==> src/rtl/ctx_pkg.sv <==
package ctx_pkg;
  localparam int WORD_W   = 16;
  localparam int VEC_W    = 8;
  localparam int PRIO_W   = 3;
  localparam int CC_W     = 3;
  localparam int MODE_BIT = 15;
  localparam int PRIO_LO  = 8;
  localparam int CC_LO    = 0;

  typedef enum logic [3:0] {
    ST_IDLE,
    ST_E_SWAP,
    ST_E_PUSH_PC,
    ST_E_PUSH_PSR,
    ST_E_VEC_RD,
    ST_E_VEC_LD,
    ST_R_PSR_RD,
    ST_R_PC_RD,
    ST_R_FINISH
  } seqState_t;

  typedef struct packed {
    logic capture;
    logic enterSwap;
    logic pushPc;
    logic pushPsr;
    logic vecRead;
    logic vecLoad;
    logic popPsrRd;
    logic popPcRd;
    logic popFinish;
  } strobe_t;
endpackage

==> src/rtl/ctx_ctrl.sv <==
module ctx_ctrl
  import ctx_pkg::*;
(
  input  logic              clk,
  input  logic              rstN,
  input  logic              instrDone,
  input  logic              irqReq,
  input  logic [PRIO_W-1:0] irqPrio,
  input  logic              retReq,
  input  logic [PRIO_W-1:0] curPrio,
  input  logic              curSuper,
  output strobe_t           strb,
  output logic              busy,
  output logic              irqAck
);
  seqState_t state, stateNext;
  logic retGo, irqGo;

  // return wins over a simultaneous interrupt at the same boundary
  assign retGo = instrDone & retReq & curSuper;
  assign irqGo = instrDone & irqReq & (irqPrio > curPrio) & ~retGo;

  always_comb begin
    stateNext = state;
    unique case (state)
      ST_IDLE: begin
        if (retGo)      stateNext = ST_R_PSR_RD;
        else if (irqGo) stateNext = ST_E_SWAP;
      end
      ST_E_SWAP:     stateNext = ST_E_PUSH_PC;
      ST_E_PUSH_PC:  stateNext = ST_E_PUSH_PSR;
      ST_E_PUSH_PSR: stateNext = ST_E_VEC_RD;
      ST_E_VEC_RD:   stateNext = ST_E_VEC_LD;
      ST_E_VEC_LD:   stateNext = ST_IDLE;
      ST_R_PSR_RD:   stateNext = ST_R_PC_RD;
      ST_R_PC_RD:    stateNext = ST_R_FINISH;
      ST_R_FINISH:   stateNext = ST_IDLE;
      default:       stateNext = ST_IDLE;
    endcase
  end

  always_ff @(posedge clk) begin
    if (!rstN) state <= ST_IDLE;
    else       state <= stateNext;
  end

  always_comb begin
    strb           = '0;
    strb.capture   = (state == ST_IDLE) & irqGo;
    strb.enterSwap = (state == ST_E_SWAP);
    strb.pushPc    = (state == ST_E_PUSH_PC);
    strb.pushPsr   = (state == ST_E_PUSH_PSR);
    strb.vecRead   = (state == ST_E_VEC_RD);
    strb.vecLoad   = (state == ST_E_VEC_LD);
    strb.popPsrRd  = (state == ST_R_PSR_RD);
    strb.popPcRd   = (state == ST_R_PC_RD);
    strb.popFinish = (state == ST_R_FINISH);
  end

  assign busy   = (state != ST_IDLE);
  assign irqAck = (state == ST_E_SWAP);
endmodule

==> src/rtl/ctx_datapath.sv <==
module ctx_datapath
  import ctx_pkg::*;
#(
  parameter logic [WORD_W-1:0] VEC_BASE = 16'h0100,
  parameter logic [WORD_W-1:0] PC_INIT  = 16'h0200,
  parameter logic [WORD_W-1:0] USP_INIT = 16'h0F00,
  parameter logic [WORD_W-1:0] SSP_INIT = 16'h0800
) (
  input  logic              clk,
  input  logic              rstN,
  input  strobe_t           strb,
  input  logic              idle,
  input  logic              execWe,
  input  logic [WORD_W-1:0] execPc,
  input  logic [WORD_W-1:0] execPsr,
  input  logic [WORD_W-1:0] execSp,
  input  logic [PRIO_W-1:0] irqPrio,
  input  logic [VEC_W-1:0]  irqVec,
  input  logic [WORD_W-1:0] memRdata,
  output logic [WORD_W-1:0] pcOut,
  output logic [WORD_W-1:0] psrOut,
  output logic [WORD_W-1:0] spOut,
  output logic [WORD_W-1:0] savedSpOut,
  output logic [PRIO_W-1:0] curPrio,
  output logic              curSuper,
  output logic [WORD_W-1:0] memAddr,
  output logic [WORD_W-1:0] memWdata,
  output logic              memWe,
  output logic              memRe
);
  logic [WORD_W-1:0] pcQ, psrQ, spQ, savedSpQ;
  logic [WORD_W-1:0] holdPc, holdPsr, psrTmp;
  logic [VEC_W-1:0]  vecQ;
  logic [PRIO_W-1:0] prioQ;
  logic [WORD_W-1:0] nextPc, nextPsr, nextSp, enterPsr, spDec, spInc;
  logic              execTake, enterFromUser, leaveToUser;

  assign execTake = execWe & idle;
  assign nextPc   = execTake ? execPc  : pcQ;
  assign nextPsr  = execTake ? execPsr : psrQ;
  assign nextSp   = execTake ? execSp  : spQ;
  assign curPrio  = nextPsr[PRIO_LO +: PRIO_W];
  assign curSuper = nextPsr[MODE_BIT];

  assign spDec = spQ - WORD_W'(1);
  assign spInc = spQ + WORD_W'(1);
  assign enterFromUser = strb.enterSwap & ~psrQ[MODE_BIT];
  assign leaveToUser   = strb.popFinish & ~psrTmp[MODE_BIT];

  always_comb begin
    enterPsr                   = psrQ;
    enterPsr[MODE_BIT]         = 1'b1;
    enterPsr[PRIO_LO +: PRIO_W] = prioQ;
    enterPsr[CC_LO +: CC_W]     = '0;
  end

  // architectural registers
  always_ff @(posedge clk) begin
    if (!rstN) begin
      pcQ      <= PC_INIT;
      psrQ     <= '0;
      spQ      <= USP_INIT;
      savedSpQ <= SSP_INIT;
    end else begin
      pcQ  <= nextPc;
      psrQ <= nextPsr;
      spQ  <= nextSp;
      if (strb.vecLoad || strb.popFinish) pcQ <= memRdata;
      if (strb.enterSwap) psrQ <= enterPsr;
      if (strb.popFinish) psrQ <= psrTmp;
      if (strb.pushPc || strb.pushPsr)    spQ <= spDec;
      if (strb.popPsrRd || strb.popPcRd)  spQ <= spInc;
      if (enterFromUser || leaveToUser) begin
        spQ      <= savedSpQ;
        savedSpQ <= spQ;
      end
    end
  end

  // sequence holding registers
  always_ff @(posedge clk) begin
    if (!rstN) begin
      holdPc  <= '0;
      holdPsr <= '0;
      vecQ    <= '0;
      prioQ   <= '0;
      psrTmp  <= '0;
    end else begin
      if (strb.capture) begin
        holdPc  <= nextPc;
        holdPsr <= nextPsr;
        vecQ    <= irqVec;
        prioQ   <= irqPrio;
      end
      if (strb.popPcRd) psrTmp <= memRdata;
    end
  end

  always_comb begin
    memAddr  = '0;
    memWdata = '0;
    memWe    = 1'b0;
    memRe    = 1'b0;
    if (strb.pushPc) begin
      memAddr  = spDec;
      memWdata = holdPc;
      memWe    = 1'b1;
    end else if (strb.pushPsr) begin
      memAddr  = spDec;
      memWdata = holdPsr;
      memWe    = 1'b1;
    end else if (strb.vecRead) begin
      memAddr = VEC_BASE + WORD_W'(vecQ);
      memRe   = 1'b1;
    end else if (strb.popPsrRd || strb.popPcRd) begin
      memAddr = spQ;
      memRe   = 1'b1;
    end
  end

  assign pcOut      = pcQ;
  assign psrOut     = psrQ;
  assign spOut      = spQ;
  assign savedSpOut = savedSpQ;
endmodule

==> src/rtl/ctx_switch_unit.sv <==
module ctx_switch_unit
  import ctx_pkg::*;
#(
  parameter logic [WORD_W-1:0] VEC_BASE = 16'h0100,
  parameter logic [WORD_W-1:0] PC_INIT  = 16'h0200,
  parameter logic [WORD_W-1:0] USP_INIT = 16'h0F00,
  parameter logic [WORD_W-1:0] SSP_INIT = 16'h0800
) (
  input  logic              clk,
  input  logic              rstN,
  input  logic              instrDone,
  input  logic              irqReq,
  input  logic [PRIO_W-1:0] irqPrio,
  input  logic [VEC_W-1:0]  irqVec,
  input  logic              retReq,
  input  logic              execWe,
  input  logic [WORD_W-1:0] execPc,
  input  logic [WORD_W-1:0] execPsr,
  input  logic [WORD_W-1:0] execSp,
  input  logic [WORD_W-1:0] memRdata,
  output logic [WORD_W-1:0] memAddr,
  output logic [WORD_W-1:0] memWdata,
  output logic              memWe,
  output logic              memRe,
  output logic              busy,
  output logic              irqAck,
  output logic [WORD_W-1:0] pcOut,
  output logic [WORD_W-1:0] psrOut,
  output logic [WORD_W-1:0] spOut,
  output logic [WORD_W-1:0] savedSpOut
);
  strobe_t           strb;
  logic [PRIO_W-1:0] curPrio;
  logic              curSuper;

  ctx_ctrl u_ctrl (
    .clk(clk), .rstN(rstN), .instrDone(instrDone), .irqReq(irqReq),
    .irqPrio(irqPrio), .retReq(retReq), .curPrio(curPrio), .curSuper(curSuper),
    .strb(strb), .busy(busy), .irqAck(irqAck)
  );

  ctx_datapath #(
    .VEC_BASE(VEC_BASE), .PC_INIT(PC_INIT), .USP_INIT(USP_INIT), .SSP_INIT(SSP_INIT)
  ) u_dp (
    .clk(clk), .rstN(rstN), .strb(strb), .idle(~busy), .execWe(execWe),
    .execPc(execPc), .execPsr(execPsr), .execSp(execSp), .irqPrio(irqPrio),
    .irqVec(irqVec), .memRdata(memRdata), .pcOut(pcOut), .psrOut(psrOut),
    .spOut(spOut), .savedSpOut(savedSpOut), .curPrio(curPrio), .curSuper(curSuper),
    .memAddr(memAddr), .memWdata(memWdata), .memWe(memWe), .memRe(memRe)
  );
endmodule

==> config.mk <==
export PLATFORM = sky130hd
export DESIGN_NAME = ctx_switch_unit
export DESIGN_NICKNAME = d
export VERILOG_FILES = /design/src/rtl/ctx_pkg.sv /design/src/rtl/ctx_ctrl.sv /design/src/rtl/ctx_datapath.sv /design/src/rtl/ctx_switch_unit.sv
export SDC_FILE = /design/constraint.sdc
export NUM_CORES = 1
export LEC_CHECK = 0
export ABC_AREA = 1
export BUFFER_PORTS_ARGS = -buffer_cell sky130_fd_sc_hd__buf_4
export CAP_MARGIN = 20
export CORE_ASPECT_RATIO = 1.4
export CORE_MARGIN = 3
export CORE_UTILIZATION = 40
export CTS_CLUSTER_SIZE = 8
export DETAILED_ROUTE_END_ITERATION = 16
export HOLD_SLACK_MARGIN = 0.08
export MAX_ROUTING_LAYER = met4
export PLACE_DENSITY = 0.74
export SLEW_MARGIN = 10
export SYNTH_ARGS = -nofsm -noshare
export SYNTH_HDL_FRONTEND = slang
export SYNTH_SLANG_ARGS = --single-unit
==> constraint.sdc <==
create_clock -name clk -period 5.8 [get_ports clk]
set_clock_uncertainty 0.15 [all_clocks]
set_input_delay 0.58 -clock clk [delete_from_list [all_inputs] [get_ports clk]]
set_output_delay 0.58 -clock clk [all_outputs]
set_load 0.05 [all_outputs]
==> impl_results.md, run 1 <==
* DR WL/cell at 15.9 um
* Required time reported for the critical path endpoint at 5960 ps
* Starting utilization of the core area at 41.1%
* CP Cell Sequence: nor2_1 > nand2_2 > inv_2 > nand2_2 > o21ai_0 > ha_1 > nand3_1 > nand3_1 > a21oi_1 > nand3_2 > buf_16 > buf_4 > o21ai_0 > nor2_1
* Count of final max-slew check failures at 0
* Critical path type: register to register
* Buffers plus inverters on the worst setup path at 3
* Post-detailed-route DRC marker count at 0
* Count of different cell masters after synthesis at 31
* Data arrival time of the critical path at 4110 ps
* Post-CTS repair timing setup buffer count at 0
* H-tree level count at 4
* Worst min path class: input port to register
* Final hold slack at 231 ps
* Total CTS buffers at 17
* Synth warnings at 0
* Crit path launch type: register
* Min cycle time layout at 3950 ps
* Run status: finished, final reports clean
* Number of endpoints failing setup at the final stage at 0
* Area of the core at 16300 sq um
* Die area at 18400 sq um
* Final worst slack at 1850 ps
* Seq/Total Area, Yosys at 37.9%
* Total power draw at 5060 uW
* Number of global-route vias before repair at 6908
* Clock sinks at 127
* Number of antenna violations at the first check in global routing at 0
* Buffer type at the clock tree root: clkbuf_16
* GR Util All Layers at 25.0%
* Global placement routability congestion at 0.947
* Detailed router's first-iteration violation count at 502
* Most common cell after layout, fill and taps aside: nand2_1
* Reported max-cap violation count at 0
* P_leak at 0.00429 uW
* Detailed-route wire length at 22.6 mm
* Unrepaired setup endpoints after global routing: no
* Number of nets still failing antenna checks after routing at 0
* Buffer levels on the longest clock path at 2
* Share of layout cells above drive strength 1 at 20.3%
* NumNets Final at 1298
* Worst supply voltage drop on vdd at 0.347 mV
* Vias/cell at 5.16
* Final hold viol count at 0
* Synthesized instance count at 1064
* Worst-Skew Late Latency at 420 ps
* Maximum number of pins on one net before global-route repair at 106
* Power density of the placed cells at 581 nW/um^2
* Family of cells with the greatest summed delay on the critical path: simple AND/OR/NAND/NOR gates
* Minimum setup slack after placement at 1520 ps
* Cell Count, Final, Fillers Out at 1424
* Antenna Cells at 0
* Final critical-path share of the clock period at 68.1%
* Area growth syn-to-layout at 30.0%
* Worst-Margin Slew at 1010 ps
* Register clock-pin slew on the reported worst setup and hold paths at 60 ps
* Count of placed standard cells including taps at 1391
* Post-cts hold buffer count at 0
* Critical Path Fanout Max at 36
* Std cell rows at 55
* Io pins at 181
* Post_cts resized at 0
* HPWL reported at the end of detailed placement at 16.2 mm
* Sum of negative setup slack at 0 ps
* Net Count, Synth at 1150
* DR pass1 iterations at 5
* Gr ovfl total at 0
* Wire length of the first global-routing pass at 35.2 mm
* Clock tree from TritonCTS: yes
* Floorplan die width at 115 um
* Die outline height at 159 um
* Vias after detailed routing at 7353
* Leading cell types in the layout, fill and taps excluded: nand2_1 (285), buf_4 (186), nor2_1 (170)
* Synth Register Bits at 127
* Port Buf Inserts at 180
* Worst path slowest cell: o21ai_0
* Post-synthesis area per instance at 6.30 sq um
* Fmax at 253 MHz
* Peak per-stage delay on the critical path at 530 ps
* Slew margin rel. at 32.4%
* Total standard cell area after synthesis at 6700 sq um
* Category of the worst setup path capture point: register
==> power breakdown <==
part	internal (uW)	total (uW)	switching (uW)
registers	1110	1320	216
logic	757	2660	1900
clock network	650	1080	430
==> kinds of logic after synthesis <==
family                   synth area share, %
adder cells (fa/ha/maj)                0.934
flip-flops                              37.9
buffers and inverters                   11.5
AO/OA/AOI/OAI                           17.6
XOR/XNOR                                1.05
AND/OR/NAND/NOR                         31.0
==> worst register-to-register path, delay by kind of cell (launching register included) <==
| kind | cells | cell delay, ps |
|---|---|---|
| adder cells (fa/ha/maj) | 1 | 330 |
| buffers and inverters | 3 | 690 |
| AND/OR/NAND/NOR | 7 | 1420 |
| flip-flops | 1 | 350 |
| AO/OA/AOI/OAI | 3 | 910 |
==> flip-flops by register name, summed over array words and instances, names as in the netlist <==
name	count
u_dp.vecQ	8
u_dp.psrOut	16
u_dp.prioQ	3
u_dp.holdPc	16
u_dp.pcOut	16
u_dp.savedSpOut	16
u_dp.psrTmp	16
u_dp.holdPsr	16
u_dp.spOut	16
u_ctrl.state	4
==> synth_stat cells (all sizes together) <==
master | instances | share of area [%]
nand4 | 7 | 0.65
buf | 24 | 2.1
nand2 | 288 | 16
nor3 | 10 | 0.92
o21a | 1 | 0.11
a22oi | 2 | 0.22
nand3 | 36 | 2.8
a31oi | 27 | 2.5
o22ai | 16 | 1.5
xor2 | 8 | 1.0
inv | 133 | 7.5
dfxtp | 127 | 38
ha | 5 | 0.93
nor2 | 177 | 10
o21bai | 1 | 0.11
o221ai | 7 | 0.92
o21ai | 109 | 8.1
o211ai | 9 | 1.0
clkbuf | 34 | 1.9
a21oi | 41 | 3.1
or2 | 2 | 0.19
==> through the flow <==
| stage | utilization [%] | cell area (sq um) |
|---|---|---|
| floorplan | - | 6700 |
| global placement | 49.5 | 8080 |
| detailed placement | 49.5 | 8080 |
| CTS | 53.2 | 8670 |
| global route | 53.4 | 8710 |
| finish | 53.4 | 8710 |
==> layer usage <==
layer	wire [um]	global-route usage, %	vias up
met2	11400	42.0	315
met5	0	-	-
met3	1710	4.45	56
met4	908	12.2	0
met1	8560	28.2	3294
li1	-	-	3688
==> final timing paths <==
path | slack (ps) | cells after the start | startpoint | end
max | 1850 | 14 | u_ctrl.state[3] | u_dp.holdPc[5]
min reg2reg | 310 | 2 | u_dp.psrTmp[15] | u_dp.psrTmp[15]
max reg2reg | 1850 | 14 | u_ctrl.state[3] | u_dp.holdPc[5]
min | 230 | 3 | memRdata[9] | u_dp.pcOut[9]
==> layout make-up <==
class,count,area (sq um)
Sequential cell,127,2540
Inverter,133,499
Fill cell,1640,7600
Clock buffer,18,439
Timing Repair Buffer,187,1420
Clock inverter,14,154
Tap cell,199,249
Multi-Input combinational cell,746,3400
Power figures use the tool's default switching activity.
==> inputs of run 2 (changes only) <==
Clock period 5.8 ns to 3.8 ns, I/O delays scaled along.
==> impl_results.md, run 2 (synthesis results as in run 1) <==
* Run status: finished, final reports clean (unchanged)
* Comb power frac at 52.1% (was 52.5%)
* Leading cell types in the layout, fill and taps excluded: nand2_1 (285), buf_4 (190), nor2_1 (170) (was nand2_1 (285), buf_4 (186), nor2_1 (170))
* Worst min path class: input port to register (unchanged)
* Clock tree from TritonCTS: yes (unchanged)
* Std cell rows at 55 (unchanged)
* Met3 usage at 4.60% (was 4.45%)
* Final critical-path share of the clock period at 87.8% (was 68.1%)
* Number of cells on the worst hold path at 2 (was 3)
* Critical path type: register to register (unchanged)
* Data arrival time of the critical path at 3490 ps (was 4110 ps)
* Number of global-route vias before repair at 7057 (was 6908)
* Share of layout cells above drive strength 1 at 20.2% (was 20.3%)
* Reg-to-Reg Start: u_ctrl.state[3] (unchanged)
* Worst path slowest cell: o21ai_0 (unchanged)
* Clock group share of total power at 22.1% (was 21.3%)
* Detailed router's first-iteration violation count at 532 (was 502)
* Total power draw at 7840 uW (was 5060 uW)
* Gr ovfl total at 0 (unchanged)
* Detailed-route wire length at 23.0 mm (was 22.6 mm)
* Net switching fraction of the power at 49.7% (was 50.4%)
* Post-detailed-route DRC marker count at 0 (unchanged)
* End of the worst register-to-register path: u_dp.holdPc[0] (was u_dp.holdPc[5])
* Vias after detailed routing at 7469 (was 7353)
* Slew margin rel. at 37.0% (was 32.4%)
* Met1 usage in global routing at 28.3% (was 28.2%)
* Area of all sequential standard cells at 2540 sq um (unchanged)
* Worst supply voltage drop on vdd at 0.533 mV (was 0.347 mV)
* Final design instance area without fill at 9030 sq um (was 8710 sq um)
* Min cycle time layout at 3330 ps (was 3950 ps)
* Post-placement cell area at 8130 sq um (was 8080 sq um)
* DR WL/cell at 15.8 um (was 15.9 um)
* Vias/cell at 5.13 (was 5.16)
* Maximum number of pins on one net before global-route repair at 98 (was 106)
* Fillers at 1588 (was 1640)
* Critical Path Fanout Max at 55 (was 36)
* Floorplan die width at 115 um (unchanged)
* Most common cell after layout, fill and taps aside: nand2_1 (unchanged)
* Register clock-pin slew on the reported worst setup and hold paths at 60 ps (about the same)
* Post_cts resized at 0 (unchanged)
* Required time reported for the critical path endpoint at 3960 ps (was 5960 ps)
* Cell internal pwr at 3950 uW (was 2510 uW)
* Post-CTS repair timing setup buffer count at 0 (unchanged)
* Cell Count, Final, Fillers Out at 1455 (was 1424)
* Clock sinks at 127 (unchanged)
* Die area at 18400 sq um (unchanged)
* HPWL reported at the end of detailed placement at 16.5 mm (was 16.2 mm)
* R2R setup slack at 470 ps (was 1850 ps)
* Gr busiest metal: met2 (unchanged)
* Power share of the sequential group at 25.8% (was 26.1%)
* Number of cell instances on the worst register-to-register path at 13 (was 14)
* Unrepaired setup endpoints after global routing: no (unchanged)
* Port Buf Inserts at 180 (unchanged)
* Worst-Margin Slew at 944 ps (was 1010 ps)
* Starting utilization of the core area at 41.1% (unchanged)
* Area of the multi-input gates at 3390 sq um (was 3400 sq um)
* Die outline height at 159 um (unchanged)
* Buffers plus inverters on the worst setup path at 2 (was 3)
* Post-cts hold buffer count at 26 (was 0)
* Final hold slack at 102 ps (was 231 ps)
* NumNets Final at 1329 (was 1298)
* Area of the core at 16300 sq um (unchanged)
* GR Util met2 at 44.5% (was 42.0%)
* DR pass1 iterations at 5 (unchanged)
* Wire length of the first global-routing pass at 36.1 mm (was 35.2 mm)
* Net switching power at 3900 uW (was 2550 uW)
* Count of placed standard cells including taps at 1396 (was 1391)
* Reported max-cap violation count at 0 (unchanged)
* Final hold viol count at 0 (unchanged)
* Category of the worst setup path capture point: register (unchanged)
* GR Util All Layers at 25.6% (was 25.0%)
* Buffer type at the clock tree root: clkbuf_16 (unchanged)
* Family of cells with the greatest summed delay on the critical path: simple AND/OR/NAND/NOR gates (unchanged)
* Hold worst-path end: u_dp.savedSpOut[11] (was u_dp.pcOut[9])
* Count of final max-slew check failures at 0 (unchanged)
* Area growth syn-to-layout at 34.8% (was 30.0%)
* P_leak at 0.00444 uW (was 0.00429 uW)
* Sum of negative setup slack at 0 ps (unchanged)
* Peak per-stage delay on the critical path at 480 ps (was 530 ps)
* Antenna Cells at 0 (unchanged)
* Power density of the placed cells at 868 nW/um^2 (was 581 nW/um^2)
* Io pins at 181 (unchanged)
* CP Cell Sequence: nor2_1 > nand2_2 > inv_2 > nand2_2 > o21ai_0 > ha_1 > nand3_1 > nand3_1 > a21oi_1 > nand3_2 > buf_12 > o21ai_0 > nor2_1 (was nor2_1 > nand2_2 > inv_2 > nand2_2 > o21ai_0 > ha_1 > nand3_1 > nand3_1 > a21oi_1 > nand3_2 > buf_16 > buf_4 > o21ai_0 > nor2_1)
* Worst-Skew Late Latency at 420 ps (about the same)
* Fmax at 300 MHz (was 253 MHz)
* Worst Setup SP: u_ctrl.state[3] (unchanged)
* Number of antenna violations at the first check in global routing at 0 (unchanged)
* Hold path start: rstN (was memRdata[9])
* Global placement routability congestion at 0.974 (was 0.947)
* Buffer levels on the longest clock path at 2 (unchanged)
* Number of endpoints failing setup at the final stage at 0 (unchanged)
* Number of nets still failing antenna checks after routing at 0 (unchanged)
* H-tree level count at 4 (unchanged)
* Crit path launch type: register (unchanged)
* Total CTS buffers at 17 (unchanged)
[run 2: changes by cell type in the layout (fill, tap and decap cells not counted), sizes merged]
cell / change
dlygate4sd3: +26
inv: -1
clkinv: +1
clkinvlp: -2
bufinv: +1
clkbuf: +1
buf: +5
[run 2: power groups by stage]
| stage | combinational [uW] | sequential, uW | clock, uW |
|---|---|---|---|
| finish | 4080 | 2030 | 1730 |
| floorplan | 2280 | 2640 | 0 |
| global placement | 4010 | 2040 | 0 |
| CTS | 4080 | 2020 | 1750 |
| global route | 4450 | 2070 | 1810 |
| detailed placement | 4040 | 2040 | 0 |
[run 2: metrics by stage]
stage,util (%),worst slack [ps]
2_1_floorplan,-,932
3_3_place_gp,49.9,586
3_5_place_dp,49.9,501
4_1_cts,55.3,486
5_1_grt,55.4,215
6_report,55.4,465
[run 2: layout make-up]
cell class,count,area share [%]
clock buffer,19,5.01
clock inverter,13,1.95
inverter,133,5.53
multi-input combinational,746,37.6
sequential,127,28.1
tap,199,2.76
timing repair buffer,218,19.1
[run 2: worst max-delay path by stage]
stage / to / slack, ps / cells past startpoint
detailed placement: u_dp.holdPc[2] / 500 / 13
global placement: u_dp.holdPsr[10] / 590 / 13
CTS: u_dp.holdPc[2] / 490 / 13
finish: u_dp.holdPc[0] / 470 / 13
global route: u_dp.holdPc[5] / 220 / 13
floorplan: memAddr[10] / 930 / 7
[run 2: layer usage]
metal / vias to the layer above / share of wire, %
met3: 50 / 6.7
met2: 319 / 51
li1: 3748 / -
met4: 0 / 3.3
met1: 3352 / 39
met5: - / 0
